==> src/rtl/bitop_pkg.sv <==
package bitop_pkg;
  typedef enum logic [1:0] {
    OP_TST = 2'b00,
    OP_CHG = 2'b01,
    OP_CLR = 2'b10,
    OP_SET = 2'b11
  } bitop_e;

  typedef struct packed {
    logic   legal;
    logic   imm_form;
    logic   reg_dst;
    bitop_e op;
  } bitop_dec_t;

  localparam int CCR_W = 5;
  localparam int CCR_Z = 2;
endpackage

==> src/rtl/bitop_decode.sv <==
module bitop_decode
  import bitop_pkg::*;
(
  input  logic [15:0] opcode,
  output bitop_dec_t  dec
);
  logic       is_imm;
  logic       is_reg;
  logic [2:0] mode;

  always_comb begin
    mode   = opcode[5:3];
    is_imm = (opcode[15:8] == 8'h08);
    is_reg = (opcode[15:12] == 4'h0) && opcode[8];
    dec.legal    = (is_imm || is_reg) && (mode != 3'd1);
    dec.imm_form = is_imm;
    dec.reg_dst  = (mode == 3'd0);
    dec.op       = bitop_e'(opcode[7:6]);
  end
endmodule

==> src/rtl/bitop_alu.sv <==
module bitop_alu
  import bitop_pkg::*;
#(
  parameter int DATA_W = 32,
  parameter int BYTE_W = 8
) (
  input  logic [DATA_W-1:0] operand,
  input  logic [DATA_W-1:0] bitnum,
  input  logic              reg_dst,
  input  bitop_e            op,
  output logic [DATA_W-1:0] res,
  output logic              was_zero
);
  localparam int IDX_W  = $clog2(DATA_W);
  localparam int BIDX_W = $clog2(BYTE_W);

  logic [IDX_W-1:0] idx;

  always_comb begin
    if (reg_dst) idx = bitnum[IDX_W-1:0];
    else         idx = {{(IDX_W-BIDX_W){1'b0}}, bitnum[BIDX_W-1:0]};
    was_zero = ~operand[idx];
  end

  for (genvar g = 0; g < DATA_W; g++) begin : g_bit
    logic hit;
    always_comb begin
      hit = (idx == IDX_W'(g));
      if (!hit) res[g] = operand[g];
      else begin
        unique case (op)
          OP_CHG:  res[g] = ~operand[g];
          OP_CLR:  res[g] = 1'b0;
          OP_SET:  res[g] = 1'b1;
          default: res[g] = operand[g];
        endcase
      end
    end
  end
endmodule

==> src/rtl/bitop_cost.sv <==
module bitop_cost #(
  parameter int CYC_W   = 8,
  parameter int REG_IMM = 10,
  parameter int REG_REG = 6,
  parameter int MEM_IMM = 8,
  parameter int MEM_REG = 4
) (
  input  logic             imm_form,
  input  logic             reg_dst,
  input  logic [CYC_W-1:0] ea_cycles,
  output logic [CYC_W-1:0] cycles
);
  always_comb begin
    if (reg_dst) cycles = imm_form ? CYC_W'(REG_IMM) : CYC_W'(REG_REG);
    else         cycles = ea_cycles + (imm_form ? CYC_W'(MEM_IMM) : CYC_W'(MEM_REG));
  end
endmodule

==> src/rtl/bitop_unit.sv <==
module bitop_unit
  import bitop_pkg::*;
#(
  parameter int DATA_W = 32,
  parameter int BYTE_W = 8,
  parameter int OPC_W  = 16,
  parameter int CYC_W  = 8
) (
  input  logic              clk,
  input  logic              rst,
  input  logic              in_valid,
  input  logic [OPC_W-1:0]  opcode,
  input  logic [OPC_W-1:0]  ext_word,
  input  logic [DATA_W-1:0] src_data,
  input  logic [DATA_W-1:0] dst_data,
  input  logic [CYC_W-1:0]  ea_cycles,
  input  logic [CCR_W-1:0]  ccr_in,
  output logic              out_valid,
  output logic [DATA_W-1:0] result,
  output logic              wr_en,
  output logic [CCR_W-1:0]  ccr_out,
  output logic [CYC_W-1:0]  cycles,
  output logic              illegal
);
  bitop_dec_t        dec;
  logic [DATA_W-1:0] bitnum;
  logic [DATA_W-1:0] alu_res;
  logic              alu_zero;
  logic [CYC_W-1:0]  cost;

  bitop_decode u_dec (.opcode(opcode[15:0]), .dec(dec));

  assign bitnum = dec.imm_form ? DATA_W'(ext_word) : src_data;

  bitop_alu #(.DATA_W(DATA_W), .BYTE_W(BYTE_W)) u_alu (
    .operand(dst_data), .bitnum(bitnum), .reg_dst(dec.reg_dst),
    .op(dec.op), .res(alu_res), .was_zero(alu_zero)
  );

  bitop_cost #(.CYC_W(CYC_W)) u_cost (
    .imm_form(dec.imm_form), .reg_dst(dec.reg_dst),
    .ea_cycles(ea_cycles), .cycles(cost)
  );

  always_ff @(posedge clk) begin
    if (rst) begin
      out_valid <= 1'b0;
      wr_en     <= 1'b0;
      illegal   <= 1'b0;
      result    <= '0;
      ccr_out   <= '0;
      cycles    <= '0;
    end else begin
      out_valid <= in_valid;
      if (in_valid) begin
        illegal <= ~dec.legal;
        if (dec.legal) begin
          result  <= alu_res;
          wr_en   <= (dec.op != OP_TST);
          ccr_out <= ccr_in;
          ccr_out[CCR_Z] <= alu_zero;
          cycles  <= cost;
        end else begin
          result  <= dst_data;
          wr_en   <= 1'b0;
          ccr_out <= ccr_in;
          cycles  <= '0;
        end
      end else begin
        wr_en   <= 1'b0;
        illegal <= 1'b0;
      end
    end
  end
endmodule

==> config.mk <==
export PLATFORM = sky130hd
export DESIGN_NAME = bitop_unit
export DESIGN_NICKNAME = d
export VERILOG_FILES = /design/src/rtl/bitop_pkg.sv /design/src/rtl/bitop_decode.sv /design/src/rtl/bitop_alu.sv /design/src/rtl/bitop_cost.sv /design/src/rtl/bitop_unit.sv
export SDC_FILE = /design/constraint.sdc
export NUM_CORES = 1
export LEC_CHECK = 0
export BUFFER_PORTS_ARGS = -buffer_cell sky130_fd_sc_hd__buf_2
export CAP_MARGIN = 10
export CORE_AREA = 3 3 83 85
export DETAILED_ROUTE_END_ITERATION = 10
export DIE_AREA = 0 0 86 88
export PLACE_DENSITY = 0.91
export SLEW_MARGIN = 20
export SYNTH_ARGS = -nofsm -noshare
export SYNTH_HDL_FRONTEND = slang
export SYNTH_SLANG_ARGS = --single-unit
==> constraint.sdc <==
create_clock -name clk -period 5.35 [get_ports clk]
set_clock_uncertainty 0.15 [all_clocks]
set_input_delay 0.535 -clock clk [delete_from_list [all_inputs] [get_ports clk]]
set_output_delay 0.535 -clock clk [all_outputs]
set_load 0.02 [all_outputs]
* Word-level counts from Yosys, hierarchy flattened
Index checks and enable logic that the tools add are counted.
Cells by class: add/sub/neg operators 1, order comparisons 1, muxes and demuxes 74, equality and inequality tests 36, reduce and logical (&&, ||, !) cells 9, bitwise operators 35
Operator list (number):
- 1-bit case mux with 3 select lines | 32
- 5-bit equality test, second input constant | 16
- 5-bit by 4-bit equality test with 1-bit output, second input constant | 8
- 1-bit NOT | 35
- 1-bit two-way mux | 33
- 32-bit two-way mux | 1
- 5-bit by 3-bit equality test with 1-bit output, second input constant | 4
- 8-bit two-way mux | 2
- 5-bit by 2-bit equality test with 1-bit output, second input constant | 2
- 5-bit two-way mux | 2
- 8-bit adder | 1
- 8-bit by 4-bit equality test with 1-bit output, second input constant | 1
- 4-bit two-way mux | 2
- 5-bit by 6-bit less-than comparator with 1-bit output, second input constant | 1
- 1-bit binary-select mux with 5-bit select | 1
- 5-bit by 1-bit equality test with 1-bit output, second input constant | 1
- 5-bit logical NOT | 1
- 2-bit equality test, second input constant | 2
- 4-bit logical NOT | 1
- 3-bit logical NOT | 1
- 3-bit two-way mux | 1
- 3-bit by 1-bit != test with 1-bit output, second input constant | 1
- 3-bit OR reduction | 1
- 2-bit by 1-bit equality test with 1-bit output, second input constant | 1
- 4 further kinds | 5
Word-level totals: flip-flop bits (word level) 48, word-level logic and storage cells 162

* Longest topological paths before layout
word-level depth 7, gate-level depth with buffers 10

* By module
Synthesis repeated with hierarchy kept, for this count alone.
Unflattened totals: cells, all modules 454, area total of the unflattened synthesis 3772.4 µm²
Modules (own cells, without submodules):
- bitop_unit | cells an instance 237, instances 1, area an instance 2313.5 µm²
- bitop_alu | cells an instance 181, instances 1, area an instance 1209.9 µm²
- bitop_cost | cells an instance 26, instances 1, area an instance 172.7 µm²
- bitop_decode | cells an instance 10, instances 1, area an instance 76.3 µm²

* Worst setup path after synthesis
OpenSTA, ideal clock, no wires.
path type input to register, start point in opcode[13], end point reg ccr_out[2], cell stages on the path 9, required time 5.123 ns, data arrival time 2.512 ns, path buffers 2, path slack 2.611 ns, cells stage by stage or4_4 > buf_6 > or4_4 > and2_4 > buf_6 > o22ai_1 > o21bai_1 > a41o_1 > a41oi_2
On the way: cells in the longest elaborated chain, start to end 7
Ends and longest elaborated chain:
- start: declaration | RTL line bitop_unit.sv:12 | input logic [OPC_W-1:0] opcode,
- 8-bit by 4-bit equality test with 1-bit output | RTL line bitop_decode.sv:13 | is_imm = (opcode[15:8] == 8'h08);
- 5-bit two-way mux | RTL line bitop_unit.sv:33 | assign bitnum = dec.imm_form ? DATA_W'(ext_word) : src_data;
- 5-bit two-way mux | RTL line bitop_alu.sv:20 | if (reg_dst) idx = bitnum[IDX_W-1:0];
- 1-bit binary-select mux with 5-bit select | RTL line bitop_alu.sv:22 | was_zero = ~operand[idx];
- 1-bit two-way mux (implied by the code) | RTL line bitop_alu.sv:22
- 1-bit NOT | RTL line bitop_alu.sv:22
- 3-bit two-way mux * | RTL line bitop_unit.sv:57 | if (dec.legal) begin
- end signal: assignment | RTL line bitop_unit.sv:60 | ccr_out <= ccr_in;
- end signal: indexed assignment | RTL line bitop_unit.sv:61 | ccr_out[CCR_Z] <= alu_zero;
- end signal: assignment | RTL line bitop_unit.sv:66 | ccr_out <= ccr_in;
- end: declaration | RTL line bitop_unit.sv:21 | output logic [CCR_W-1:0] ccr_out,
Mark *: on every way between the ends. The rest lies on a longest branch, timed or not. The select of a mux whose other input is x is not followed. A chain may end at the register's enable or synchronous reset.

* Worst setup path after layout
start point in opcode[8], end point reg result[13]
On the way: cells in the longest elaborated chain, start to end 6
Ends and longest elaborated chain:
- 8-bit by 4-bit equality test with 1-bit output | RTL line bitop_decode.sv:13
- 5-bit two-way mux | RTL line bitop_unit.sv:33
- 5-bit two-way mux | RTL line bitop_alu.sv:20
- 5-bit by 4-bit equality test with 1-bit output | RTL line bitop_alu.sv:28 | hit = (idx == IDX_W'(g));
- 1-bit two-way mux | RTL line bitop_alu.sv:29 | if (!hit) res[g] = operand[g];
- 32-bit two-way mux * | RTL line bitop_unit.sv:57
- end signal: assignment | RTL line bitop_unit.sv:58 | result <= alu_res;
- end signal: assignment | RTL line bitop_unit.sv:64 | result <= dst_data;
- end: declaration | RTL line bitop_unit.sv:19 | output logic [DATA_W-1:0] result,
Mark *: on every way between the ends. The rest lies on a longest branch, timed or not.

==> metrics.txt <==
TritonCTS clock tree=done; Worst R2R Path Depth=2; maximum clock frequency=around 300 MHz; RSZ-0062 raised after global routing=no; Crit Path Class=in -> reg; Top Ports=160; Cell Rows=29; via count=3,584; vias per cell=6.23; antenna violations before repair=0; outcome=finished, final reports clean; Clock Sinks=48; first-pass GRT wire length=between 15,000 and 20,000 um; Die ar.=7570 sq um; layout cells sized above 1=0.295; most used flip-flop cell after synthesis=dfxtp_1; CTS root buf=clkbuf_8; antenna diode count=0; cells after synthesis=397; Setup TNS=0 ns; clk_lat worst skew=0.31 ns; CTS Buf Count=5; Initial Utilization=0.486; Slowest cell on crit path=nor4b_2; worst hold slack=roughly 0.31 ns; Max VDD drop=0.000165 V; detailed placement HPWL=about 7000 um; CP endpoint=result[13]$_SDFFE_PP0P_; post-CTS setup buffers=0; Period minus WS final=between 3 and 4 ns; vias in the first global route=3,350; leading area contributor after synthesis=dfxtp_1; Antenna Nets Post-Route=0; largest net degree at the start of global routing=47; mean routed wirelength per cell=16.7 um; WP data required=around 5.4 ns; gpl congestion=a little under 0.9; fin. max-slew vios=0; Post-Syn Area=3050 sq um; ys async rst share=0; GRT overflow=0; met3 Use GR=0.0696; Die Ht=~88 um; Final Hold Vio Count=0; synth cell count leaders=nand2_1 (68), dfxtp_1 (48), nor2_1 (41); worst slew pin tran=approximately 0.84 ns; DRT Wirelength=9600 um; IO Port Bufs=between 100 and 150; Setup crit end kind=register; worst reg2reg startpoint=result[20]$_SDFFE_PP0P_; grt met1 use=0.303; DRT iter0 DRCs=353; max cap viols=0; H-tree levels=2; Yosys cell types=53; Worst Setup SP=opcode[8]; Slew HR=0.437; main area contributors after synthesis=dfxtp_1 (32%), nand2_1 (8.4%), nor2_1 (5.0%), o31ai_1 (4.7%), a311oi_1 (4.3%); Arr. time, crit path=~3.3 ns; Seq/Total Area, Yosys=0.315; grt met2 use=0.420; critical path cell sequence=buf_2, nor4b_2, nor2_1, a211oi_1, buf_4, o21ai_0, nand2b_1, o311ai_1, a31oi_1; Final Non-Filler Cells=575; FF-to-FF End=result[20]$_SDFFE_PP0P_; Post-CTS Hold Buffers=0; total iterations of the first detailed-routing run=7; Synth Area per Inst=7.68 sq um; leak pwr=0.00154 uW; floorplan core area=6280 sq um; power per cell area=214 nW/um^2; CP peak stage delay=about 0.61 ns; total track usage=0.250; Post-Synthesis Net Count=512; # nets final=612; Yosys top cell area share=0.315; endpoints failing setup=0; hold crit path type=in -> reg; busiest grt layer=met2; Clock Pin Slew Worst Setup and Hold Paths=0.09 ns; area growth from synthesis to layout=22.3%; Placed Cells=566; Yosys warning count=0; Die X=86 um; Remaining DRCs=0; number of synthesized register bits=48; R2R Setup Slk=roughly 4.5 ns; Post-synth EDFFs=0; maximum clock path buffer count=2; Post-CTS Resized=0; CP startpoint kind=input pin; fin crit share=0.622; count leader, synth=nand2_1; crit path max fanout=16
cell type report:
class,instances,area [sq um]
fillers,588,2550
multi-input cells,308,1900
flip-flops and latches,48,961
repair buffers,126,651
well taps,77,96.3
clock buffers,6,72.6
inverters,8,30.0
clock inverters,2,16.3
cell usage in the layout (no fill, tap or decap), types with 4 or more instances in the layout:
cell / netlist / routed
o21bai_1: 11 / 11
o31ai_1: 19 / 19
nor2_1: 41 / 41
nand2_1: 68 / 68
nand2b_1: 5 / 5
buf_4: 0 / 8
or2_1: 5 / 5
o22a_1: 4 / 4
inv_1: 6 / 6
a32oi_1: 5 / 5
a31oi_1: 13 / 13
buf_2: 7 / 118
nand3_1: 12 / 12
mux2i_1: 4 / 4
o211ai_1: 4 / 4
a21o_1: 5 / 5
clkbuf_8: 0 / 5
o311ai_1: 15 / 15
a311oi_1: 15 / 15
o22ai_1: 7 / 7
a21oi_1: 16 / 16
o21ai_1: 11 / 11
a211oi_1: 4 / 4
a22oi_1: 7 / 7
dfxtp_1: 48 / 48
worst min path at each step:
stage	start	endpoint	slack [ns]	cells past startpoint
2_1_floorplan	cycles[3]$_SDFFE_PP0P_	cycles[3]$_SDFFE_PP0P_	0.39	2
3_3_place_gp	cycles[1]$_SDFFE_PP0P_	cycles[1]$_SDFFE_PP0P_	0.30	2
3_5_place_dp	cycles[1]$_SDFFE_PP0P_	cycles[1]$_SDFFE_PP0P_	0.31	2
4_1_cts	ccr_in[1]	ccr_out[1]$_SDFFE_PP0P_	0.31	3
5_1_grt	ccr_in[1]	ccr_out[1]$_SDFFE_PP0P_	0.31	3
6_report	ccr_in[1]	ccr_out[1]$_SDFFE_PP0P_	0.31	3
critical path, delay by kind of cell:
kind            cells  cell delay, ns
simple gates        3            1.21
compound gates      4            1.21
buf+inv             2            0.37
per-stage QoR:
step                power, uW  instance area, sq um  setup WS, ns   util
floorplan                 503                  3050          2.61      -
global placement          573                  3630          1.88  0.579
detailed placement        579                  3630          1.82  0.579
CTS                       796                  3720          2.12  0.593
global route              833                  3730          1.85  0.594
finish                    798                  3730          2.02  0.594
per-layer routing:
metal  wire, um  vias to the layer above
li1           -                     1693
met4        282                        0
met5          0                        -
met2       4480                      211
met3       1030                       40
met1       3810                     1640
where the power goes:
| part | internal, uW | total [uW] | switching [uW] |
|---|---|---|---|
| clock | 93.2 | 223 | 130 |
| combinational | 71.5 | 190 | 119 |
| sequential | 375 | 384 | 8.78 |
cells by family (layout without fill, tap and decap cells):
group,count (synthesis),in the layout,share of synthesized area
multiplexers,4,4,0.0131
AO/OA/AOI/OAI,146,146,0.354
adder cells (fa/ha/maj),3,3,0.0148
buffers and inverters,41,142,0.0607
flip-flops,48,48,0.315
XOR/XNOR,4,4,0.0115
AND/OR/NAND/NOR,151,151,0.231
state kept, by name, indices dropped and copies added (netlist names):
name and count:
result 32, cycles 8, ccr_out 5, illegal 1, out_valid 1, wr_en 1
Note: power is estimated with default switching activity, not from simulation.
